## config.mk

```make
export PLATFORM = sky130hd
export DESIGN_NAME = world_tlb
export DESIGN_NICKNAME = d
export VERILOG_FILES = /design/src/rtl/world_tlb_pkg.sv /design/src/rtl/world_tlb_ctrl.sv /design/src/rtl/world_tlb_dpath.sv /design/src/rtl/world_tlb.sv
export SDC_FILE = /design/constraint.sdc
export NUM_CORES = 1
export LEC_CHECK = 0
export ABC_AREA = 1
export CORE_MARGIN = 2
export CORE_UTILIZATION = 53
export CTS_BUF_LIST = sky130_fd_sc_hd__clkbuf_8
export DETAILED_ROUTE_END_ITERATION = 10
export DONT_BUFFER_PORTS = 1
export PLACE_DENSITY_LB_ADDON = 0.15
export SLEW_MARGIN = 30
export SYNTH_ARGS = -nofsm -noshare
export SYNTH_HDL_FRONTEND = slang
export SYNTH_SLANG_ARGS = --single-unit
```

## constraint.sdc

```tcl
create_clock -name clk -period 3.7 [get_ports clk]
set_input_delay 0.555 -clock clk [delete_from_list [all_inputs] [get_ports clk]]
set_output_delay 0.555 -clock clk [all_outputs]
set_load 0.005 [all_outputs]
```

## src/rtl/world_tlb_pkg.sv

```systemverilog
package world_tlb_pkg;
  localparam int ADDR_W   = 32;
  localparam int PAGE_LSB = 12;
  localparam int PID_W    = 7;
  localparam int PAGE_W   = ADDR_W - PAGE_LSB;

  typedef struct packed {
    logic              valid;
    logic              secure;
    logic [PAGE_W-1:0] mvaPage;
    logic [PAGE_W-1:0] paPage;
    logic              ns;
    logic              userOk;
    logic              writeOk;
  } tlbEntry_t;

  typedef struct packed {
    logic write;
    logic flush;
    logic flushSecure;
  } ctrlStrobe_t;
endpackage

```

## src/rtl/world_tlb_ctrl.sv

```systemverilog
module world_tlb_ctrl
  import world_tlb_pkg::*;
#(
  parameter int ENTRIES = 8,
  localparam int IDX_W = $clog2(ENTRIES)
) (
  input  logic             clk,
  input  logic             rstN,
  input  logic             fillEn,
  input  logic             flushEn,
  input  logic             flushSecure,
  output ctrlStrobe_t      strobe,
  output logic [IDX_W-1:0] victimIdx
);
  logic [IDX_W-1:0] nextIdx;

  assign nextIdx = (victimIdx == IDX_W'(ENTRIES - 1)) ? '0 : victimIdx + 1'b1;

  always_ff @(posedge clk) begin
    if (!rstN) victimIdx <= '0;
    else if (fillEn) victimIdx <= nextIdx;
  end

  always_comb begin
    strobe.write       = fillEn;
    strobe.flush       = flushEn;
    strobe.flushSecure = flushSecure;
  end
endmodule

```

## src/rtl/world_tlb_dpath.sv

```systemverilog
module world_tlb_dpath
  import world_tlb_pkg::*;
#(
  parameter int ENTRIES = 8,
  localparam int IDX_W = $clog2(ENTRIES)
) (
  input  logic              clk,
  input  logic              rstN,
  input  ctrlStrobe_t       strobe,
  input  logic [IDX_W-1:0]  victimIdx,
  input  tlbEntry_t         fillEntry,
  input  logic              curSecure,
  input  logic [PID_W-1:0]  pidSecure,
  input  logic [PID_W-1:0]  pidNonSecure,
  input  logic              reqValid,
  input  logic [ADDR_W-1:0] reqVa,
  input  logic              reqUser,
  input  logic              reqWrite,
  output logic              hit,
  output logic              abort,
  output logic [ADDR_W-1:0] pa,
  output logic              nsOut
);
  tlbEntry_t         entries [ENTRIES];
  logic [ENTRIES-1:0] match;
  logic [PID_W-1:0]  curPid;
  logic [ADDR_W-1:0] mva;
  logic [IDX_W-1:0]  selIdx;
  logic              anyMatch;
  logic              permFail;
  tlbEntry_t         sel;

  assign curPid = curSecure ? pidSecure : pidNonSecure;
  assign mva = (reqVa[ADDR_W-1 -: PID_W] == '0)
             ? {curPid, reqVa[ADDR_W-PID_W-1:0]} : reqVa;

  for (genvar g = 0; g < ENTRIES; g++) begin : g_entry
    tlbEntry_t ent;
    always_ff @(posedge clk) begin
      if (!rstN) begin
        ent <= '0;
      end else begin
        if (strobe.flush && ent.secure == strobe.flushSecure) ent.valid <= 1'b0;
        if (strobe.write && victimIdx == IDX_W'(g)) ent <= fillEntry;
      end
    end
    assign entries[g] = ent;
    assign match[g] = reqValid && ent.valid && (ent.secure == curSecure)
                    && (ent.mvaPage == mva[ADDR_W-1:PAGE_LSB]);
  end

  always_comb begin
    selIdx   = '0;
    anyMatch = 1'b0;
    for (int i = ENTRIES - 1; i >= 0; i--) begin
      if (match[i]) begin
        selIdx   = IDX_W'(i);
        anyMatch = 1'b1;
      end
    end
  end

  assign sel      = entries[selIdx];
  assign permFail = (reqUser && !sel.userOk) || (reqWrite && !sel.writeOk);
  assign hit      = anyMatch && !permFail;
  assign abort    = anyMatch && permFail;
  assign pa       = hit ? {sel.paPage, reqVa[PAGE_LSB-1:0]} : '0;
  assign nsOut    = hit && (!curSecure || sel.ns);
endmodule

```

## src/rtl/world_tlb.sv

```systemverilog
module world_tlb
  import world_tlb_pkg::*;
#(
  parameter int ENTRIES = 8,
  localparam int IDX_W = $clog2(ENTRIES)
) (
  input  logic        clk,
  input  logic        rstN,
  input  logic        curSecure,
  input  logic [6:0]  pidSecure,
  input  logic [6:0]  pidNonSecure,
  input  logic        reqValid,
  input  logic [31:0] reqVa,
  input  logic        reqUser,
  input  logic        reqWrite,
  output logic        hit,
  output logic        abort,
  output logic [31:0] pa,
  output logic        nsOut,
  input  logic        fillEn,
  input  logic        fillSecure,
  input  logic [19:0] fillMvaPage,
  input  logic [19:0] fillPaPage,
  input  logic        fillNs,
  input  logic        fillUserOk,
  input  logic        fillWriteOk,
  input  logic        flushEn,
  input  logic        flushSecure
);
  ctrlStrobe_t      strobe;
  logic [IDX_W-1:0] victimIdx;
  tlbEntry_t        fillEntry;

  assign fillEntry = '{valid: 1'b1, secure: fillSecure, mvaPage: fillMvaPage,
                       paPage: fillPaPage, ns: fillNs, userOk: fillUserOk,
                       writeOk: fillWriteOk};

  world_tlb_ctrl #(.ENTRIES(ENTRIES)) ctrl_i (
    .clk(clk), .rstN(rstN), .fillEn(fillEn), .flushEn(flushEn),
    .flushSecure(flushSecure), .strobe(strobe), .victimIdx(victimIdx)
  );

  world_tlb_dpath #(.ENTRIES(ENTRIES)) dpath_i (
    .clk(clk), .rstN(rstN), .strobe(strobe), .victimIdx(victimIdx),
    .fillEntry(fillEntry), .curSecure(curSecure), .pidSecure(pidSecure),
    .pidNonSecure(pidNonSecure), .reqValid(reqValid), .reqVa(reqVa),
    .reqUser(reqUser), .reqWrite(reqWrite), .hit(hit), .abort(abort),
    .pa(pa), .nsOut(nsOut)
  );
endmodule

```

* Word-level counts from Yosys, hierarchy flattened *
Index checks and enable logic that the tools add are counted.

storage, ports and cells
  register bits after elaboration = 363
  logic and storage cells = 191
  output and inout port bits = 35
  input bits = 99

cells by class
  mux-type cells = 39
  reductions and logical operators = 61
  order comparisons = 1
  $add $sub $neg = 1
  equal/unequal tests = 31
  bitwise operators = 1

operators with widths
  kind                   count
  $mux W45               8
  $eq A20 B20 Y1         8
  $bmux W45 S3           1
  $mux W32               2
  $mux W23               2
  $logic_and A1 B1 Y1    45
  $mux W3                9
  $eq A1 B1 Y1           16
  $mux W1                16
  $reduce_bool A2 Y1     8
  $eq A3 B3 Y1 const B   4
  $logic_not A7 Y1       1
  $mux W7                1
  $eq A3 B2 Y1 const B   2
  $ge A4 B4 Y1 const B   1
  $logic_not A1 Y1       4
  $not A3 Y4             1
  $add A3 B1 Y3 const B  1
  $eq A3 B1 Y1 const B   1
  $logic_not A3 Y1       1
  $logic_or A1 B1 Y1     2

* Longest topological paths before layout *
  depth in word-level cells = 22
  depth in mapped cells = 28

* Modules after synthesis *
Synthesis repeated with hierarchy kept, for this count alone.

second synthesis, totals
  cells, all modules = 2551
  area, all modules = 17237.8 sq um

modules (own cells, without submodules)
  module           cells each  area each (sq um)  times used  sequential area each (sq um)
  world_tlb_dpath  2529        17072.6            1           7206.9
  world_tlb_ctrl   21          161.4              1           60.1
  world_tlb        1           3.8                1           0.0

* Least setup slack after synthesis *
OpenSTA, ideal clock, no wires.

  path kind = input -> output
  start = input port reqVa[28]
  end = output port pa[13]
  required time = 3.145 ns
  buffers on the path = 4
  cell stages on the path = 20
  path slack = 0.426 ns
  arrival = 2.719 ns
  path through = inv_2 nand2_1 nor2_4 buf_6 nand3_1 nand2_2 xor2_1 nor2_1 nand4_1 or2_1 nand2_1 nand2_1 nand2_2 buf_6 buf_6 buf_2 o21ai_1 a21oi_1 nor2_1 nor2_1

on the way
  longest elaborated chain between the ends = 22
  elaborated cells between the ends (all ways) = 46
  those cells by class = eq/ne (8); mux (21); bitwise (1); reduce/logical (16)

RTL lines
  what                                         RTL line               text
  start: declaration                           world_tlb.sv:13        input logic [31:0] reqVa,
  $logic_not A7 Y1                             world_tlb_dpath.sv:34  assign mva = (reqVa[ADDR_W-1 -: PID_W] == '0)
  $mux W32 *                                   world_tlb_dpath.sv:35  ? {curPid, reqVa[ADDR_W-PID_W-1:0]} : reqVa;
  $eq A20 B20 Y1                               world_tlb_dpath.sv:49  && (ent.mvaPage == mva[ADDR_W-1:PAGE_LSB]);
  $logic_and A1 B1 Y1                          world_tlb_dpath.sv:49
  $mux W3 (8 in a row)                         world_tlb_dpath.sv:56  if (match[i]) begin
  $not A3 Y4 (not written as such)             world_tlb_dpath.sv:63  assign sel = entries[selIdx];
  $bmux W45 S3                                 world_tlb_dpath.sv:63
  $mux W23 (not written as such) (2 in a row)  world_tlb_dpath.sv:63
  $logic_not A1 Y1                             world_tlb_dpath.sv:64  assign permFail = (reqUser && !sel.userOk) || (reqWrite && !sel.writeOk);
  $logic_and A1 B1 Y1                          world_tlb_dpath.sv:64
  $logic_or A1 B1 Y1                           world_tlb_dpath.sv:64
  $logic_not A1 Y1                             world_tlb_dpath.sv:65  assign hit = anyMatch && !permFail;
  $logic_and A1 B1 Y1                          world_tlb_dpath.sv:65
  $mux W32 *                                   world_tlb_dpath.sv:67  assign pa = hit ? {sel.paPage, reqVa[PAGE_LSB-1:0]} : '0;
  end: declaration                             world_tlb.sv:18        output logic [31:0] pa,

Mark *: on every way between the ends. The rest lies on a longest branch, timed or not. The select of a mux whose other input is x is not followed.

* Worst setup path after layout *
  start = register dpath_i.g_entry[7].ent, in the netlist dpath_i.entries[26]
  end = output port pa[25]

on the way
  longest elaborated chain between the ends = 20
  elaborated cells between the ends (all ways) = 30
  those cells by class = eq/ne (1); mux (20); bitwise (1); reduce/logical (8)

RTL lines
  what                                         RTL line               text
  start: declaration                           world_tlb_dpath.sv:38  tlbEntry_t ent;
  start signal: assignment                     world_tlb_dpath.sv:44  if (strobe.write && victimIdx == IDX_W'(g)) ent <= fillEntry;
  $eq A20 B20 Y1 *                             world_tlb_dpath.sv:49
  $logic_and A1 B1 Y1 *                        world_tlb_dpath.sv:49
  $mux W3 (8 in a row)                         world_tlb_dpath.sv:56
  $not A3 Y4 (not written as such)             world_tlb_dpath.sv:63
  $bmux W45 S3                                 world_tlb_dpath.sv:63
  $mux W23 (not written as such) (2 in a row)  world_tlb_dpath.sv:63
  $logic_not A1 Y1                             world_tlb_dpath.sv:64
  $logic_and A1 B1 Y1                          world_tlb_dpath.sv:64
  $logic_or A1 B1 Y1                           world_tlb_dpath.sv:64
  $logic_not A1 Y1                             world_tlb_dpath.sv:65
  $logic_and A1 B1 Y1                          world_tlb_dpath.sv:65
  $mux W32 *                                   world_tlb_dpath.sv:67

Marked as above.

==> results.yml <==
timing:
  fin_skew_ns: 0.02117
  min_period_ns: 4.182
  worst_slew_pin_slew_ns: 0.9803
  rsz0062_at_grt: "true"
  setup_viol_count_final: 35
  holdWs_ns: 0.04650
  finalHoldViolCount: 0
  worst_slack_ns: -0.4822
  slew_viol_final: 0
  min_period_over_period_pct: 113.0
  max_freq_mhz: 239.1
  slew_headroom_pct: 34.65
worst_setup_path:
  cp.required_ns: 3.14
  crit_type: "register to output port"
  r2r_slack_ns: 1.44
  endpoint_kind: "output port"
  crit_arrival_ns: 3.63
  worst_setup_path_start_kind: "register"
  path_max_fanout: 7
status:
  violations: "setup timing"
  status: "complete, but fails checks"
clock_tree:
  clk_latency_ns: 0.62
  htree_num_levels: 3
  cts_hold_buffers: 0
  clkSinkCount: 363
  cts_inserted_buffers: 66
  cts_buffer_depth: 3
  cts_tree: "done"
  clk_pin_slew_ns: 0.06
  cts_root_buffer: "clkbuf_8"
floorplan:
  die_h_um: 184.6
  start_util_pct: 53.41
  core_area_mm2: 0.03237
  rows: 66
  io_pins: 134
  die_w_um: 184.6
  die-area_mm2: 0.03408
detailed_routing:
  vias_per_cell: 5.537
  ant_nets: 0
  drt-initial-drc-count: 1527
  drt-pass1-iter-count: 5
  drc: 0
  drt-wirelength-per-cell_um: 18.02
  wirelength_mm: 54.66
  num_vias: 16795
placed_design:
  portBuffers: 0
  placed_cells_incl_taps: 2907
  gp_congestion: 0.9440
  post-dp-hpwl_mm: 33.93
  dp_slack_ns: -0.2572
  place_area_mm2: 0.01806
power_and_ir_drop:
  power_frac_comb_pct: 9.0
  leakage_nw: 7.494
  total_power_mw: 8.474
  sw_frac_of_total_pct: 26.03
  irDropWorstVdd_uv: 269.0
  power.density_mw_per_mm2: 419.2
  p_clk_share_pct: 42.3
  p_int_mw: 6.268
  power_frac_seq_pct: 48.8
  p_switching_mw: 2.206
cells_and_area:
  final_common_cell: "a21oi_1"
  antenna_cells: 0
  finalNonFillerCells: 3033
  stdcell_area_mm2: 0.02022
  final_cell_mix: "a21oi_1 (421), o21ai_0 (380), dfxtp_1 (353)"
  syn_to_final_growth_pct: 16.92
  drive_gt1_share_pct: 14.94
  nets: 2660
min_path:
  hold_class: "input port to register"
synthesis:
  syn_inst: 2536
  synth_top_area_share_pct: 42.03
  avgSynthCellArea_um2: 6.818
  yosysTopAreaCell: "dfxtp_1"
  synth.yosys.seq_area_share_pct: 42.03
  ys_seq_elements: 363
  ys.warnings.count: 0
  synth_area_mm2: 0.01729
  ys_types: 36
  synth_fp_nets: 2641
  synthTopCellsByArea: "dfxtp_1 (42%), a21oi_1 (13%), o21ai_0 (11%), inv_1 (7.4%), nand2_1 (6.7%)"
run:
  max-cap-violations: 0
global_routing:
  grt_first_pass_wirelength_mm: 83.97
  grt_pass1_vias: 15355
  grt_overflow_total: 0
  grt_max_degree: 355
  grtUsageTotal_pct: 31.76
  antenna_found_initial: 1
[power groups by stage]
stage	clock network, mW	registers, mW	logic, mW
detailed placement	0	4.21	0.707
CTS	3.64	4.13	0.730
floorplan	0	4.19	0.579
global placement	0	4.21	0.694
global route	3.81	4.14	0.861
finish	3.58	4.13	0.761
[routing by layer]
layer | vias up | track usage [%] | part of all wire [%]
met2 | 638 | 50.08 | 45
met4 | 2 | 11.30 | 2.6
met1 | 7753 | 42.42 | 44
met5 | - | 0 | 0.018
li1 | 8315 | - | -
met3 | 87 | 7.686 | 9.2
[through the flow]
step / util, % / setup TNS (ns)
floorplan: - / 0
global placement: 55.80 / -7.444
detailed placement: 55.80 / -8.186
CTS: 61.10 / -8.973
global route: 62.45 / -21.49
finish: 62.45 / -15.24
[sequential cells by signal, summed over array words and instances, names as in the netlist]
| signal | cells |
|---|---|
| ctrl_i.victimIdx | 3 |
| dpath_i.entries | 360 |
[final timing paths]
check                                                        from                                 to  cells past startpoint
worst min register to register  dpath_i.entries[110]$_SDFFE_PN0P_  dpath_i.entries[110]$_SDFFE_PN0P_                      2
worst max-delay path             dpath_i.entries[26]$_SDFFE_PN0P_                             pa[25]                     25
worst max register to register   ctrl_i.victimIdx[0]$_SDFFE_PN0P_   dpath_i.entries[30]$_SDFFE_PN0P_                      6
worst min-delay path                                       fillEn   ctrl_i.victimIdx[2]$_SDFFE_PN0P_                      1
[cells in the mapped netlist, drive strengths merged]
master   instances
o21ai          450
a21oi          443
dfxtp          363
inv            351
nand2          317
nor2           236
clkbuf         120
nand3           87
buf             50
o22ai           33
xnor2           17
xor2            17
nand4           15
nor3             8
ha               6
or2              5
o2111ai          4
a211oi           3
o211ai           3
clkinv           2
nand3b           2
nor4             2
a22o             1
o21a             1
[final cells by class]
class / count / area [um2]
Multi-Input combinational cell: 1652 / 8657
Sequential cell: 363 / 7279
Tap cell: 442 / 553.0
Fill cell: 3001 / 12160
Inverter: 353 / 1329
Clock buffer: 79 / 1087
Clock inverter: 25 / 126.4
Timing Repair Buffer: 119 / 1184
[kinds of logic after synthesis]
group | Yosys count | synth area share, %
AO/OA/AOI/OAI | 938 | 27.62
XOR/XNOR | 34 | 1.722
AND/OR/NAND/NOR | 672 | 15.99
adder cells (fa/ha/maj) | 6 | 0.4342
buffers and inverters | 523 | 12.21
flip-flops | 363 | 42.03
[critical path, cell delays in order (launching register included)]
cell       delay, ns
dfxtp_1         0.32
inv_1           0.05
nand2_1         0.05
nand2_1         0.06
nor2_2          0.15
nand2_1         0.08
nor2_2          0.17
nand3_2         0.09
nor2_2          0.13
nand2_2         0.09
nor2_2          0.14
nand2_2         0.09
nand2_1         0.08
nand2_1         0.05
nand2_1         0.07
nand2_2         0.07
nand2_4         0.12
buf_6           0.15
nand3_2         0.08
nand3_2         0.08
nand3_2         0.10
nand3_4         0.12
nand3_4         0.16
buf_12          0.21
clkbuf_16       0.18
nor2_4          0.11
[timing repair]
| item | in CTS | in global routing |
|---|---|---|
| cloned | 5 | 2 |
| resized for setup | 95 | 108 |
| endpoints found under the hold margin | 0 | 0 |
| setup buffers | 14 | 4 |
| endpoints found under the setup margin | 35 | 35 |
| pin swaps | 31 | 60 |
No activity file was read; power rests on OpenSTA's default activity.
